File: config.mk
export PLATFORM = sky130hd
export DESIGN_NAME = supply_guard
export DESIGN_NICKNAME = d
export VERILOG_FILES = /design/src/rtl/sg_pkg.sv /design/src/rtl/sg_tick_timer.sv /design/src/rtl/sg_regs.sv /design/src/rtl/sg_detector.sv /design/src/rtl/sg_protect.sv /design/src/rtl/supply_guard.sv
export SDC_FILE = /design/constraint.sdc
export NUM_CORES = 1
export LEC_CHECK = 0
export ABC_AREA = 0
export BUFFER_PORTS_ARGS = -buffer_cell sky130_fd_sc_hd__buf_2
export CAP_MARGIN = 20
export CORE_MARGIN = 3
export CORE_UTILIZATION = 57
export CTS_CLUSTER_DIAMETER = 120
export DETAILED_ROUTE_END_ITERATION = 12
export PLACE_DENSITY = 0.77
export SLEW_MARGIN = 15
export SYNTH_ARGS = -nofsm -noshare
export SYNTH_HDL_FRONTEND = slang
export SYNTH_SLANG_ARGS = --single-unit
File: constraint.sdc
create_clock -name clk -period 1.94 [get_ports clk]
set_input_delay 0.097 -clock clk [delete_from_list [all_inputs] [get_ports clk]]
set_output_delay 0.097 -clock clk [all_outputs]
set_load 0.03 [all_outputs]
File: src/rtl/sg_pkg.sv
// Package for the supply guard: register addresses, controller states and
// a helper that turns a time in microseconds into a tick count.
package sg_pkg;

    localparam int ADDR_W = 1;
    localparam int DATA_W = 3;

    localparam logic [ADDR_W-1:0] ADDR_CTRL = 1'b0;
    localparam logic [ADDR_W-1:0] ADDR_CMD  = 1'b1;

    // Bit positions inside the command register.
    localparam int CMD_PROTECT = 0;
    localparam int CMD_RELEASE = 1;
    localparam int CMD_CLRERR  = 2;

    typedef enum logic [2:0] {
        PG_OFF   = 3'd0,
        PG_ENTRY = 3'd1,
        PG_READY = 3'd2,
        PG_DRIVE = 3'd3,
        PG_HOLD  = 3'd4,
        PG_FREE  = 3'd5
    } pg_state_t;

    // Ceiling division. The extra tick added by callers covers the unknown
    // phase of the first tick.
    function automatic int unsigned ceil_div(input int unsigned num, input int unsigned den);
        return (num + den - 1) / den;
    endfunction

endpackage

File: src/rtl/sg_tick_timer.sv
// Saturating tick counter. It counts tick pulses while run is high and
// holds at LIMIT. Assumes LIMIT >= 1. Clear has priority over counting.
module sg_tick_timer #(
    parameter int unsigned LIMIT = 4
) (
    input  logic clk,
    input  logic rst_n,
    input  logic clear,
    input  logic run,
    input  logic tick,
    output logic done
);
    localparam int CW = $clog2(LIMIT + 1);

    logic [CW-1:0] cnt;

    // Count ticks up to the limit, restarting on clear.
    always_ff @(posedge clk) begin
        if (!rst_n || clear) begin
            cnt <= '0;
        end else if (run && tick && cnt != CW'(LIMIT)) begin
            cnt <= cnt + CW'(1);
        end
    end

    // The limit has been reached.
    always_comb done = (cnt == CW'(LIMIT));

endmodule

File: src/rtl/sg_regs.sv
// Register decoder. The control register holds the detector enable. The
// command register produces one-cycle pulses: protect, release and
// clear-error. Writes take effect on the clock edge of the strobe.
module sg_regs
    import sg_pkg::*;
(
    input  logic              clk,
    input  logic              rst_n,
    input  logic              wr_en,
    input  logic [ADDR_W-1:0] wr_addr,
    input  logic [DATA_W-1:0] wr_data,
    output logic              det_en,
    output logic              req_protect,
    output logic              req_release,
    output logic              req_clrerr
);
    logic cmd_hit;

    // Decode a command-register write.
    always_comb cmd_hit = wr_en && (wr_addr == ADDR_CMD);

    // Hold the detector enable level.
    always_ff @(posedge clk) begin
        if (!rst_n) begin
            det_en <= 1'b0;
        end else if (wr_en && wr_addr == ADDR_CTRL) begin
            det_en <= wr_data[0];
        end
    end

    // Turn command bits into combinational pulses.
    always_comb begin
        req_protect = cmd_hit && wr_data[CMD_PROTECT];
        req_release = cmd_hit && wr_data[CMD_RELEASE];
        req_clrerr  = cmd_hit && wr_data[CMD_CLRERR];
    end

endmodule

File: src/rtl/sg_detector.sv
// Detector front end. It synchronizes the comparator level, waits
// SETTLE_TICKS ticks after enable, and then reports a valid result.
// Assumes cmp_in is asynchronous to clk.
module sg_detector #(
    parameter int unsigned SETTLE_TICKS = 2,
    parameter int          SYNC_STAGES  = 2
) (
    input  logic clk,
    input  logic rst_n,
    input  logic det_en,
    input  logic tick,
    input  logic cmp_in,
    output logic valid,
    output logic low
);
    logic [SYNC_STAGES-1:0] sync_q;
    logic                   settled;

    // Shift the comparator level through the synchronizer chain.
    always_ff @(posedge clk) begin
        if (!rst_n) begin
            sync_q <= '0;
        end else begin
            sync_q <= {sync_q[SYNC_STAGES-2:0], cmp_in};
        end
    end

    sg_tick_timer #(.LIMIT(SETTLE_TICKS)) u_settle (
        .clk   (clk),
        .rst_n (rst_n),
        .clear (!det_en),
        .run   (det_en),
        .tick  (tick),
        .done  (settled)
    );

    // Combine enable, settling and the synchronized level.
    always_comb begin
        valid = det_en && settled;
        low   = valid && sync_q[SYNC_STAGES-1];
    end

endmodule

File: src/rtl/sg_protect.sv
// Protection-mode sequencer. It enters on a request, grants the drive permit
// after the entry delay, and tracks heavy driving. Release is allowed only
// after the hold period following the end of driving. Early releases set a
// sticky error.
module sg_protect
    import sg_pkg::*;
#(
    parameter int unsigned ENTRY_TICKS = 11,
    parameter int unsigned HOLD_TICKS  = 100
) (
    input  logic clk,
    input  logic rst_n,
    input  logic tick,
    input  logic enter_req,
    input  logic release_req,
    input  logic clrerr_req,
    input  logic busy,
    output logic prot,
    output logic permit,
    output logic err
);
    pg_state_t state, state_nx;
    logic      entry_done, hold_done, early;

    sg_tick_timer #(.LIMIT(ENTRY_TICKS)) u_entry (
        .clk   (clk),
        .rst_n (rst_n),
        .clear (state != PG_ENTRY),
        .run   (state == PG_ENTRY),
        .tick  (tick),
        .done  (entry_done)
    );

    sg_tick_timer #(.LIMIT(HOLD_TICKS)) u_hold (
        .clk   (clk),
        .rst_n (rst_n),
        .clear (state != PG_HOLD),
        .run   (state == PG_HOLD),
        .tick  (tick),
        .done  (hold_done)
    );

    // Next-state selection.
    always_comb begin
        state_nx = state;
        unique case (state)
            PG_OFF:   if (enter_req) state_nx = PG_ENTRY;
            PG_ENTRY: if (entry_done) state_nx = PG_READY;
            PG_READY: if (busy) state_nx = PG_DRIVE;
            PG_DRIVE: if (!busy) state_nx = PG_HOLD;
            PG_HOLD: begin
                if (busy) state_nx = PG_DRIVE;
                else if (hold_done) state_nx = PG_FREE;
            end
            PG_FREE: begin
                if (busy) state_nx = PG_DRIVE;
                else if (release_req) state_nx = PG_OFF;
            end
            default: state_nx = PG_OFF;
        endcase
    end

    // State register.
    always_ff @(posedge clk) begin
        if (!rst_n) state <= PG_OFF;
        else        state <= state_nx;
    end

    // A release is early anywhere in protection except the free state.
    always_comb early = release_req && (state != PG_OFF) && (state != PG_FREE);

    // Sticky error: a new error wins over a clear in the same cycle.
    always_ff @(posedge clk) begin
        if (!rst_n)          err <= 1'b0;
        else if (early)      err <= 1'b1;
        else if (clrerr_req) err <= 1'b0;
    end

    // Status decode.
    always_comb begin
        prot   = (state != PG_OFF);
        permit = (state != PG_OFF) && (state != PG_ENTRY);
    end

endmodule

File: src/rtl/supply_guard.sv
// Top of the supply guard. It wires the register decoder, the detector
// front end and the protection sequencer. The tick input must be a
// one-cycle pulse every TICK_US microseconds. Delay tick counts are derived
// at elaboration.
module supply_guard
    import sg_pkg::*;
#(
    parameter int unsigned TICK_US   = 50,
    parameter int unsigned SETTLE_US = 100,
    parameter int unsigned ENTRY_US  = 1000,
    parameter int unsigned HOLD_US   = 2000000
) (
    input  logic              clk,
    input  logic              rst_n,
    input  logic              tick,
    input  logic              wr_en,
    input  logic [ADDR_W-1:0] wr_addr,
    input  logic [DATA_W-1:0] wr_data,
    input  logic              cmp_low,
    input  logic              drive_busy,
    output logic              det_on,
    output logic              det_valid,
    output logic              det_low,
    output logic              prot_mode,
    output logic              drive_ok,
    output logic              cancel_err
);
    localparam int unsigned SETTLE_TICKS = ceil_div(SETTLE_US, TICK_US) + 1;
    localparam int unsigned ENTRY_TICKS  = ceil_div(ENTRY_US, TICK_US) + 1;
    localparam int unsigned HOLD_TICKS   = ceil_div(HOLD_US, TICK_US) + 1;

    logic req_protect, req_release, req_clrerr;

    sg_regs u_regs (
        .clk         (clk),
        .rst_n       (rst_n),
        .wr_en       (wr_en),
        .wr_addr     (wr_addr),
        .wr_data     (wr_data),
        .det_en      (det_on),
        .req_protect (req_protect),
        .req_release (req_release),
        .req_clrerr  (req_clrerr)
    );

    sg_detector #(.SETTLE_TICKS(SETTLE_TICKS), .SYNC_STAGES(2)) u_det (
        .clk    (clk),
        .rst_n  (rst_n),
        .det_en (det_on),
        .tick   (tick),
        .cmp_in (cmp_low),
        .valid  (det_valid),
        .low    (det_low)
    );

    sg_protect #(.ENTRY_TICKS(ENTRY_TICKS), .HOLD_TICKS(HOLD_TICKS)) u_prot (
        .clk         (clk),
        .rst_n       (rst_n),
        .tick        (tick),
        .enter_req   (req_protect || det_low),
        .release_req (req_release),
        .clrerr_req  (req_clrerr),
        .busy        (drive_busy),
        .prot        (prot_mode),
        .permit      (drive_ok),
        .err         (cancel_err)
    );

endmodule

==> flow_metrics.py <==
metrics = {
    "power_and_ir_drop": {
        "areal_power_density_over_the_cells_mw_per_mm2": 609,
        "ir_drop_mv": 0.533,
        "leakagePower_nw": 0.597,
        "report.power.total_mw": 1.07,
    },
    "layout": {
        "final_util_pct": 69.1,
        "antennaDiodeCount": 0,
        "syn_to_final_growth_pct": 11.7,
        "post-route-cell-area_mm2": 0.00176,
        "post_layout_nonfiller_instances": 236,
        "final_layout_size_suffix_gt1_share_pct": 15.0,
        "n_fill_cell": 211,
        "layout.nets": 220,
    },
    "route": {
        "initialDrtViolationCount": 64,
        "wire_per_inst_um": 13.4,
        "antenna_violating_nets_post_route": 0,
        "vias": 1423,
        "firstDrtPassIters": 4,
        "detail_route.wirelength_um": 3170,
        "route.detailed.drc": 0,
        "detail_route.vias_per_cell": 6.03,
    },
    "clock_network": {
        "clock_sinks": 30,
        "clock_tree_from_tritoncts": "done",
        "h-tree-depth": 2,
        "clkTransAtPathRegs_ns": 0.10,
        "cts-buffers-inserted": 5,
        "insertion_delay_ns": 0.33,
        "cts_root_buf": "sky130_fd_sc_hd__clkbuf_4",
        "cts-root-to-sink-buffers": 2,
    },
    "critical_path": {
        "critical_path.cell_chain": "nand4bb_4, or3_4, or4_1, a21oi_1",
        "crit_path_top_delay_cell": "sky130_fd_sc_hd__or3_4",
        "timing.critical_path.buf_inv": 0,
        "critPathCaptureType": "flop",
        "critPathMaxStageDelay_ns": 0.46,
        "critPathTopFamily": "simple AND/OR/NAND/NOR gates",
        "critPathMaxFanout": 13,
        "worst-setup-path-type": "reg2reg",
        "arrival_ns": 1.97,
        "cp_data_required_time_ns": 2.19,
        "setup.worst_path.start_class": "flop",
    },
    "sta": {
        "post-route-worst-setup-slack_ns": 0.222,
        "finalWorstPathRequiredPeriod_ns": 1.72,
        "grt_setup_unrepaired": "false",
        "clock.fmax_mhz": 582,
        "layout_worst_path_cycle_share_pct": 88.6,
        "clock-skew-final_ns": 0.0136,
        "worstMarginPinSlew_ns": 0.459,
        "timing_max_transition_violations_final": 0,
        "hold_slack_ns": 0.0350,
        "max_slew_margin_pct": 69.3,
        "report.final.setup_viol": 0,
        "timing.setup.tns_ns": 0,
        "report.final.hold_viol_count": 0,
    },
    "synth": {
        "synth_sequential_area_ratio_pct": 38.1,
        "synth-async-reset-ratio_pct": 0,
        "synth-edff-count": 0,
        "yosys_warnings": 0,
        "postSynthCellCount": 184,
        "synth_nets": 199,
        "ys_dominant_reg_cell": "sky130_fd_sc_hd__dfxtp_1",
        "ys_ff_latch": 30,
        "post_synth_num_cell_types": 40,
        "netlist_area_mm2": 0.00158,
        "synth.avg_cell_area_um2": 8.56,
    },
    "floorplanning": {
        "die_h_um": 58.6,
        "fp.dieW_um": 58.6,
        "floorplan.initialDensity_pct": 61.9,
        "core_region_area_mm2": 0.00254,
        "die_area_mm2": 0.00343,
        "io_count": 16,
        "placement_rows": 18,
    },
    "job": {
        "maxCapViolCount": 0,
    },
    "grt": {
        "globalRoute.totalOverflow": 0,
        "grt_pass1_vias": 1397,
        "antenna_found_initial": 0,
        "global_route.usage.total_pct": 21.7,
        "grt_start_max_net_pins": 17,
        "grt_pass1_wl_um": 5710,
    },
    "min_path": {
        "hold_path.class": "in2reg",
    },
    "placement": {
        "dpl.hpwl_um": 2330,
        "place.port_buffers": 15,
        "gpl.final_weighted_congestion": 0.844,
        "placed_cells": 227,
        "postPlaceCellArea_mm2": 0.00169,
        "detailedPlace.worstSlack_ns": 0.211,
    },
    "run_status": {
        "status": "finished, final reports clean",
    },
}
==> cells in the mapped netlist, types with 2 or more instances <==
library cell	number	area share [%]
sky130_fd_sc_hd__dfxtp_1	30	38
sky130_fd_sc_hd__a21oi_1	13	4.1
sky130_fd_sc_hd__nor2_1	12	2.9
sky130_fd_sc_hd__o21ai_0	12	3.8
sky130_fd_sc_hd__or3_1	12	4.8
sky130_fd_sc_hd__nand2_1	11	2.6
sky130_fd_sc_hd__inv_1	8	1.9
sky130_fd_sc_hd__nand4_1	8	3.2
sky130_fd_sc_hd__xnor2_1	8	4.4
sky130_fd_sc_hd__nand3_1	6	1.9
sky130_fd_sc_hd__and3_1	5	2.0
sky130_fd_sc_hd__ha_1	5	4.0
sky130_fd_sc_hd__nor4_1	5	2.0
sky130_fd_sc_hd__a31oi_1	4	1.6
sky130_fd_sc_hd__and2_1	3	1.2
sky130_fd_sc_hd__buf_2	3	0.95
sky130_fd_sc_hd__clkbuf_1	3	0.71
sky130_fd_sc_hd__nor2b_1	3	1.2
sky130_fd_sc_hd__xor2_1	3	1.7
sky130_fd_sc_hd__a211oi_1	2	0.95
sky130_fd_sc_hd__and4_1	2	1.1
sky130_fd_sc_hd__mux2i_1	2	1.3
sky130_fd_sc_hd__nand2b_1	2	0.79
sky130_fd_sc_hd__nor3_1	2	0.64
sky130_fd_sc_hd__nor4bb_1	2	1.3
sky130_fd_sc_hd__o21a_1	2	0.95
sky130_fd_sc_hd__o31ai_1	2	0.95
sky130_fd_sc_hd__or3_4	2	1.4
==> what timing repair did <==
item / CTS / global route
endpoints found under the setup margin: 0 / 1
hold buffers: 1 / 0
setup buffers: 0 / 0
hold endpoints to repair: 1 / 0
resized for setup: 0 / 1
==> report_power, final <==
part,internal [mW],total [mW],switching (mW)
Sequential,0.620,0.623,0.00255
Clock,0.175,0.384,0.209
Combinational,0.0287,0.0642,0.0355
==> worst paths after layout <==
path	depth (start not counted)	start	to	slack, ns
setup / recovery	4	u_prot.state[1]	u_prot.u_hold.cnt[15]	0.22
hold / removal	3	wr_data[0]	u_regs.det_en	0.03
setup reg to reg	4	u_prot.state[1]	u_prot.u_hold.cnt[15]	0.22
hold reg to reg	1	u_det.sync_q[0]	u_det.sync_q[1]	0.46
==> cell usage in the layout (no fill, tap or decap), types with 3 or more instances in the layout <==
master	n
sky130_fd_sc_hd__xor2_1	3
sky130_fd_sc_hd__dfxtp_1	30
sky130_fd_sc_hd__and2_1	3
sky130_fd_sc_hd__nand4_1	8
sky130_fd_sc_hd__buf_4	5
sky130_fd_sc_hd__nor4_1	5
sky130_fd_sc_hd__xnor2_1	8
sky130_fd_sc_hd__ha_1	5
sky130_fd_sc_hd__nand3_1	6
sky130_fd_sc_hd__o21ai_0	12
sky130_fd_sc_hd__buf_2	15
sky130_fd_sc_hd__clkbuf_4	5
sky130_fd_sc_hd__or3_1	12
sky130_fd_sc_hd__nor2_1	12
sky130_fd_sc_hd__a21oi_1	13
sky130_fd_sc_hd__nand2_1	11
sky130_fd_sc_hd__and3_1	5
sky130_fd_sc_hd__nor2b_1	3
sky130_fd_sc_hd__inv_1	8
sky130_fd_sc_hd__a31oi_1	4
==> tightest hold or removal path: cells and delay by family <==
kind	cells	cell delay, ns
buffers and inverters	1	0.08
AND/OR/NAND/NOR	1	0.10
multiplexers	1	0.06
==> flip-flops by register name, indices dropped and copies added, names as in the netlist <==
| name | cells |
|---|---|
| u_prot.state | 3 |
| u_regs.det_en | 1 |
| u_prot.err | 1 |
| u_det.sync_q | 2 |
| u_prot.u_entry.cnt | 5 |
| u_det.u_settle.cnt | 2 |
| u_prot.u_hold.cnt | 16 |
==> area by class of cell <==
cell class,count,area [um^2],share of cell area (%)
well taps,30,37.5,2.13
inverters,8,30.0,1.71
clock inverters,1,5.00,0.284
flip-flops and latches,30,601,34.1
multi-input cells,139,908,51.6
clock buffers,7,55.1,3.13
repair buffers,21,123,6.97
==> layer usage <==
layer	GRT usage, %	share of wire (%)
met1	24.3	43
met2	36.8	49
met3	8.11	5.7
met4	9.71	2.0
met5	0	0
==> logic make-up after synthesis <==
logic type / share of synthesized area, %
flip-flops: 38.1
AND/OR/NAND/NOR: 31.4
buffers and inverters: 4.29
adder cells (fa/ha/maj): 3.97
multiplexers: 1.27
XOR/XNOR: 6.12
AO/OA/AOI/OAI: 14.9
No activity file was read; power rests on OpenSTA's default activity.
